**src/rtl/mcg_pkg.sv**
```systemverilog
package mcg_pkg;
    // bit positions inside the control byte
    localparam int ARM_B   = 2;
    localparam int VSEL_B  = 3;
    localparam int PUOFF_B = 5;
    localparam int DBG_B   = 6;

    typedef struct packed {
        logic vsel;
        logic hold;
    } vec_st_t;

    typedef struct packed {
        logic dbg_off;
        logic cand;
    } dbg_st_t;
endpackage

```
**src/rtl/mcg_window.sv**
```systemverilog
module mcg_window #(
    parameter int WIN = 4
) (
    input  logic clk,
    input  logic rst_n,
    input  logic start,
    input  logic stop,
    output logic active
);
    localparam int CW = $clog2(WIN + 1);

    logic [CW-1:0] cnt_d, cnt_q;

    always_comb begin
        cnt_d = cnt_q;
        if (start) begin
            cnt_d = CW'(WIN);
        end else if (stop) begin
            cnt_d = '0;
        end else if (cnt_q != '0) begin
            cnt_d = cnt_q - CW'(1);
        end
    end

    always_ff @(posedge clk or negedge rst_n) begin
        if (!rst_n) cnt_q <= '0;
        else        cnt_q <= cnt_d;
    end

    assign active = (cnt_q != '0);


    win_open_chk: assert property (@(posedge clk) disable iff (!rst_n)
        $rose(active) |-> $past(start));
endmodule

```
**src/rtl/mcg_vec_guard.sv**
```systemverilog
module mcg_vec_guard import mcg_pkg::*; #(
    parameter int WIN = 4
) (
    input  logic clk,
    input  logic rst_n,
    input  logic wr_en,
    input  logic arm_bit,
    input  logic sel_bit,
    input  logic insn_done,
    output logic vsel,
    output logic armed,
    output logic mask
);
    vec_st_t st_d, st_q;
    logic    arm_start;
    logic    sel_write;

    assign arm_start = wr_en & arm_bit;
    assign sel_write = wr_en & armed & ~arm_bit;

    mcg_window #(.WIN(WIN)) u_arm_win (
        .clk    (clk),
        .rst_n  (rst_n),
        .start  (arm_start),
        .stop   (sel_write),
        .active (armed)
    );

    always_comb begin
        st_d = st_q;
        if (sel_write) begin
            st_d.vsel = sel_bit;
            st_d.hold = 1'b1;
        end else if (insn_done) begin
            st_d.hold = 1'b0;
        end
    end

    always_ff @(posedge clk or negedge rst_n) begin
        if (!rst_n) st_q <= '0;
        else        st_q <= st_d;
    end

    assign vsel = st_q.vsel;
    assign mask = arm_start | armed | st_q.hold;


    vsel_guard_chk: assert property (@(posedge clk) disable iff (!rst_n)
        (st_q.vsel != $past(st_q.vsel)) |-> $past(wr_en && armed && !arm_bit));


    hold_end_chk: assert property (@(posedge clk) disable iff (!rst_n)
        $fell(st_q.hold) |-> $past(insn_done));
endmodule

```
**src/rtl/mcg_dbg_guard.sv**
```systemverilog
module mcg_dbg_guard import mcg_pkg::*; #(
    parameter int WIN = 4
) (
    input  logic clk,
    input  logic rst_n,
    input  logic wr_en,
    input  logic wr_bit,
    output logic dbg_off
);
    dbg_st_t st_d, st_q;
    logic    pending;
    logic    confirm;
    logic    first;

    assign confirm = wr_en & pending & (wr_bit == st_q.cand);
    assign first   = wr_en & ~confirm;

    mcg_window #(.WIN(WIN)) u_pair_win (
        .clk    (clk),
        .rst_n  (rst_n),
        .start  (first),
        .stop   (confirm),
        .active (pending)
    );

    always_comb begin
        st_d = st_q;
        if (confirm) st_d.dbg_off = wr_bit;
        if (first)   st_d.cand    = wr_bit;
    end

    always_ff @(posedge clk or negedge rst_n) begin
        if (!rst_n) st_q <= '0;
        else        st_q <= st_d;
    end

    assign dbg_off = st_q.dbg_off;


    dbg_pair_chk: assert property (@(posedge clk) disable iff (!rst_n)
        (st_q.dbg_off != $past(st_q.dbg_off)) |-> $past(wr_en && pending));
endmodule

```
**src/rtl/mcu_ctrl_guard.sv**
```systemverilog
module mcu_ctrl_guard import mcg_pkg::*; #(
    parameter int DATA_W        = 8,
    parameter int WIN           = 4,
    parameter int ADDR_W        = 16,
    parameter int BOOT_MIN_LOG2 = 9,
    parameter int BSZ_W         = 2
) (
    input  logic              clk,
    input  logic              rst_n,
    input  logic              wr_en,
    input  logic [DATA_W-1:0] wr_data,
    output logic [DATA_W-1:0] rd_data,
    input  logic              dbg_fuse_ok,
    input  logic              lock_app,
    input  logic              lock_boot,
    input  logic              exec_in_boot,
    input  logic [BSZ_W-1:0]  boot_size,
    input  logic              insn_done,
    output logic [ADDR_W-1:0] vec_base,
    output logic              pullup_kill,
    output logic              dbg_port_en,
    output logic              irq_block
);
    localparam logic [DATA_W-1:0] PLAIN_MASK = DATA_W'(1) << PUOFF_B;
    localparam logic [DATA_W-1:0] PROT_MASK  = (DATA_W'(1) << ARM_B) | (DATA_W'(1) << VSEL_B)
                                             | (DATA_W'(1) << DBG_B) | PLAIN_MASK;

    logic [DATA_W-1:0] plain_d, plain_q;
    logic              vsel, armed, vec_mask, dbg_off, lock_hit;
    logic [ADDR_W-1:0] boot_words;

    mcg_vec_guard #(.WIN(WIN)) u_vec (
        .clk       (clk),
        .rst_n     (rst_n),
        .wr_en     (wr_en),
        .arm_bit   (wr_data[ARM_B]),
        .sel_bit   (wr_data[VSEL_B]),
        .insn_done (insn_done),
        .vsel      (vsel),
        .armed     (armed),
        .mask      (vec_mask)
    );

    mcg_dbg_guard #(.WIN(WIN)) u_dbg (
        .clk     (clk),
        .rst_n   (rst_n),
        .wr_en   (wr_en),
        .wr_bit  (wr_data[DBG_B]),
        .dbg_off (dbg_off)
    );

    always_comb begin
        plain_d = plain_q;
        if (wr_en) plain_d = wr_data & PLAIN_MASK;
    end

    always_ff @(posedge clk or negedge rst_n) begin
        if (!rst_n) plain_q <= '0;
        else        plain_q <= plain_d;
    end

    always_comb begin
        rd_data         = plain_q;
        rd_data[ARM_B]  = armed;
        rd_data[VSEL_B] = vsel;
        rd_data[DBG_B]  = dbg_off;
    end

    always_comb begin
        boot_words = ADDR_W'(1) << (BOOT_MIN_LOG2 + int'(boot_size));
        vec_base   = vsel ? (ADDR_W'(0) - boot_words) : '0;
    end

    assign lock_hit    = (vsel & lock_app & ~exec_in_boot) | (~vsel & lock_boot & exec_in_boot);
    assign irq_block   = vec_mask | lock_hit;
    assign pullup_kill = plain_q[PUOFF_B];
    assign dbg_port_en = ~dbg_off & dbg_fuse_ok;


    rsv_zero_chk: assert property (@(posedge clk) disable iff (!rst_n)
        (rd_data & ~PROT_MASK) == '0);


    irq_arm_chk: assert property (@(posedge clk) disable iff (!rst_n)
        (wr_en && wr_data[ARM_B]) |-> irq_block);


    dbg_fuse_chk: assert property (@(posedge clk) disable iff (!rst_n)
        dbg_port_en |-> dbg_fuse_ok);
endmodule

```
**config.mk**
```make
export PLATFORM = sky130hd
export DESIGN_NAME = mcu_ctrl_guard
export DESIGN_NICKNAME = d
export VERILOG_FILES = /design/src/rtl/mcg_pkg.sv /design/src/rtl/mcg_window.sv /design/src/rtl/mcg_vec_guard.sv /design/src/rtl/mcg_dbg_guard.sv /design/src/rtl/mcu_ctrl_guard.sv
export SDC_FILE = /design/constraint.sdc
export NUM_CORES = 1
export LEC_CHECK = 0
export ABC_CLOCK_PERIOD_IN_PS = 2200
export BUFFER_PORTS_ARGS = -buffer_cell sky130_fd_sc_hd__buf_2
export CAP_MARGIN = 20
export CORE_UTILIZATION = 42
export CTS_CLUSTER_DIAMETER = 100
export CTS_CLUSTER_SIZE = 28
export DETAILED_ROUTE_END_ITERATION = 6
export PLACE_DENSITY = 0.8
export SLEW_MARGIN = 10
export SYNTH_ARGS = -nofsm -noshare
export SYNTH_HDL_FRONTEND = slang
export SYNTH_SLANG_ARGS = --single-unit
```
**constraint.sdc**
```tcl
create_clock -name clk -period 2.2 [get_ports clk]
set_clock_uncertainty 0.1 [all_clocks]
set_input_delay 0.55 -clock clk [delete_from_list [all_inputs] [get_ports clk]]
set_output_delay 0.55 -clock clk [all_outputs]
set_load 0.005 [all_outputs]
```
==> results.yml <==
route:
  final_antenna_net_count: 0
  drc: 0
  dr.pass1.iters: 6
  drt_iter0_drc: 11
  via_count: 577
  wirelength_um: 1188
  post_drt_wl_per_cell_um: 9.900
  routed_via_density: 4.808
cts:
  cts_hold_buffers: 0
  cts.sinks: 11
  tritoncts: "yes"
  htreeDepth: 1
  numCtsBuffers: 3
  ctsRootBufferMaster: "clkbuf_4"
  clk_latency_ns: 0.26
  cts_buffer_depth: 2
  path_clk_slew_ns: 0.07
synthesis:
  yosys.area.top_type: "dfrtp_1"
  ys_ff_latch: 11
  yosys_warnings: 0
  synth_area_um2: 738.2
  ys_seq_area_share_pct: 37.29
  syn_inst: 80
  yosys-top-cells-area: "dfrtp_1 (37%), buf_4 (17%), ha_1 (6.8%)"
  synth_cell_types: 28
  netlist.area_leader.share_pct: 37.29
  syn_area_per_cell_um2: 9.228
worst_setup_path:
  crit_fanout: 3
  worstPathArrival_ns: 1.47
  cp-end-kind: "primary output"
  worst_r2r_path_depth: 7
  worstReg2RegStart: "u_vec.u_arm_win.cnt_q[0]$_DFFE_PN0P_"
  r2r_slack_ns: 0.74
  critical_path_class: "reg2out"
  r2r_end: "u_vec.vsel$_DFFE_PN0P_"
  startpoint_type: "flip-flop"
  cp.required_ns: 1.55
pwr:
  power.leakage_nw: 0.4467
  power.ir.vdd_worst_v: 0.0007355
  p_per_area_nw_per_um2: 1117
  finalPower_mw: 0.9599
final_layout:
  mostFrequentLayoutCells: "buf_2 (27), conb_1 (13), dfrtp_1 (11)"
  area.sequential_um2: 275.3
  multiInputGateArea_um2: 350.3
  syn_to_final_growth_pct: 16.44
  antennaDiodeCount: 0
  drive_gt1_share_pct: 39.42
  final_nets: 127
  layout_commonest_cell: "buf_2"
  fillers: 135
sta:
  slew_viol_final: 0
  setup_viol: 0
  finalCritPeriodShare_pct: 96.35
  fin_ws_ns: 0.08031
  hold_ws_ns: 0.03795
  finalHoldViolations: 0
  max_freq_mhz: 471.8
  rsz0062_at_grt: "no"
  min_period_ns: 2.120
  final.setup.tns_ns: 0
grt:
  grt_pass1_vias: 494
  groute.usage.overall_pct: 13.01
  grt_pass1_wl_um: 1842
  antenna_found_initial: 0
  grt_max_degree: 14
  overflow: 0
die:
  num_io_pins: 45
  fp-row-count: 14
  die_h_um: 43.93
  design.core.area_um2: 1577
  dieArea_um2: 1929
  start_util_pct: 46.83
  die_w_um: 43.93
job:
  drv_cap: 0
placement:
  placement.io_buffers: 27
  dp_slack_ns: 0.2799
  dp_hpwl_um: 918.6
  globalplace.congestion: 0.7087
status:
  status: "finished clean"
worst_hold_path:
  hold_class: "in2async"
cell type report:
cell class | count | share of cell area (%)
flip-flops and latches | 11 | 32.02
multi-input cells | 51 | 40.76
inverters | 8 | 3.493
well taps | 16 | 2.329
clock buffers | 4 | 3.057
repair buffers | 30 | 18.34
synth_stat cells:
cell type,number
buf_4,17
dfrtp_1,11
inv_1,8
clkbuf_1,4
ha_1,4
nand2_1,4
nor2_1,4
a211oi_1,2
a21boi_1,2
a31oi_1,2
nor2b_1,2
nor3_1,2
o31ai_1,2
xnor2_1,2
a21o_1,1
a21oi_1,1
a221o_1,1
buf_6,1
conb_1,1
mux2_1,1
mux2_2,1
nand2b_2,1
nand3b_1,1
nand4_1,1
nor3b_2,1
o211ai_1,1
o21ai_0,1
o21ai_1,1
power breakdown:
group	internal [mW]	switching (mW)	leakage, nW
clock	0.0702	0.0661	0.0150
sequential	0.277	0.0546	0.132
combinational	0.256	0.236	0.299
total	0.603	0.357	0.447
layer usage:
metal	up-vias	global-route usage, %	wire (µm)
met5	-	0	0
met4	0	3.636	5
met3	2	6.250	71
li1	282	-	-
met1	269	13.49	486
met2	24	23.28	625
what timing repair did:
item | CTS | global route
setup buffers | 0 | 1
hold endpoints to repair | 0 | 0
pin swaps | 0 | 1
setup endpoints to repair | 1 | 1
resized for setup | 1 | 6
per-stage QoR:
step / cells / area, µm² / utilization, %
finish: 120 / 859.6 / 54.52
floorplan: 92 / 783.3 / -
global placement: 115 / 799.5 / 50.71
detailed placement: 115 / 799.5 / 50.71
global route: 120 / 859.6 / 54.52
CTS: 119 / 829.5 / 52.62
sequential cells by signal, indices dropped and copies added (netlist names):
name,flops
u_dbg.u_pair_win.cnt_q,3
u_dbg.st_q,1
u_vec.vsel,1
plain_q,1
u_vec.st_q,1
u_vec.u_arm_win.cnt_q,3
u_dbg.dbg_off,1
worst max-delay path: stages, from the launching register on:
cell and delay (ns):
dfrtp_1 0.40, inv_2 0.06, ha_2 0.18, ha_4 0.13
a21boi_4 0.19, o211ai_1 0.11, buf_2 0.14
how the worst max path moves through the flow:
stage / endpoint / slack (ns) / cells after the start / start
floorplan: irq_block / 0.38 / 5 / u_vec.u_arm_win.cnt_q[0]$_DFFE_PN0P_
global route: irq_block / 0.009 / 6 / u_vec.u_arm_win.cnt_q[0]$_DFFE_PN0P_
CTS: irq_block / 0.06 / 6 / u_vec.u_arm_win.cnt_q[0]$_DFFE_PN0P_
global placement: irq_block / 0.28 / 6 / u_vec.u_arm_win.cnt_q[0]$_DFFE_PN0P_
finish: irq_block / 0.08 / 6 / u_vec.u_arm_win.cnt_q[0]$_DFFE_PN0P_
detailed placement: irq_block / 0.28 / 6 / u_vec.u_arm_win.cnt_q[0]$_DFFE_PN0P_
cell families after synthesis:
group	synth area share (%)
simple gates	11.86
buf+inv	24.91
mux	3.051
flops	37.29
compound gates	13.22
other cells	0.5080
fa+ha+maj	6.780
xor+xnor	2.373
Note: power is estimated with default switching activity, not from simulation.
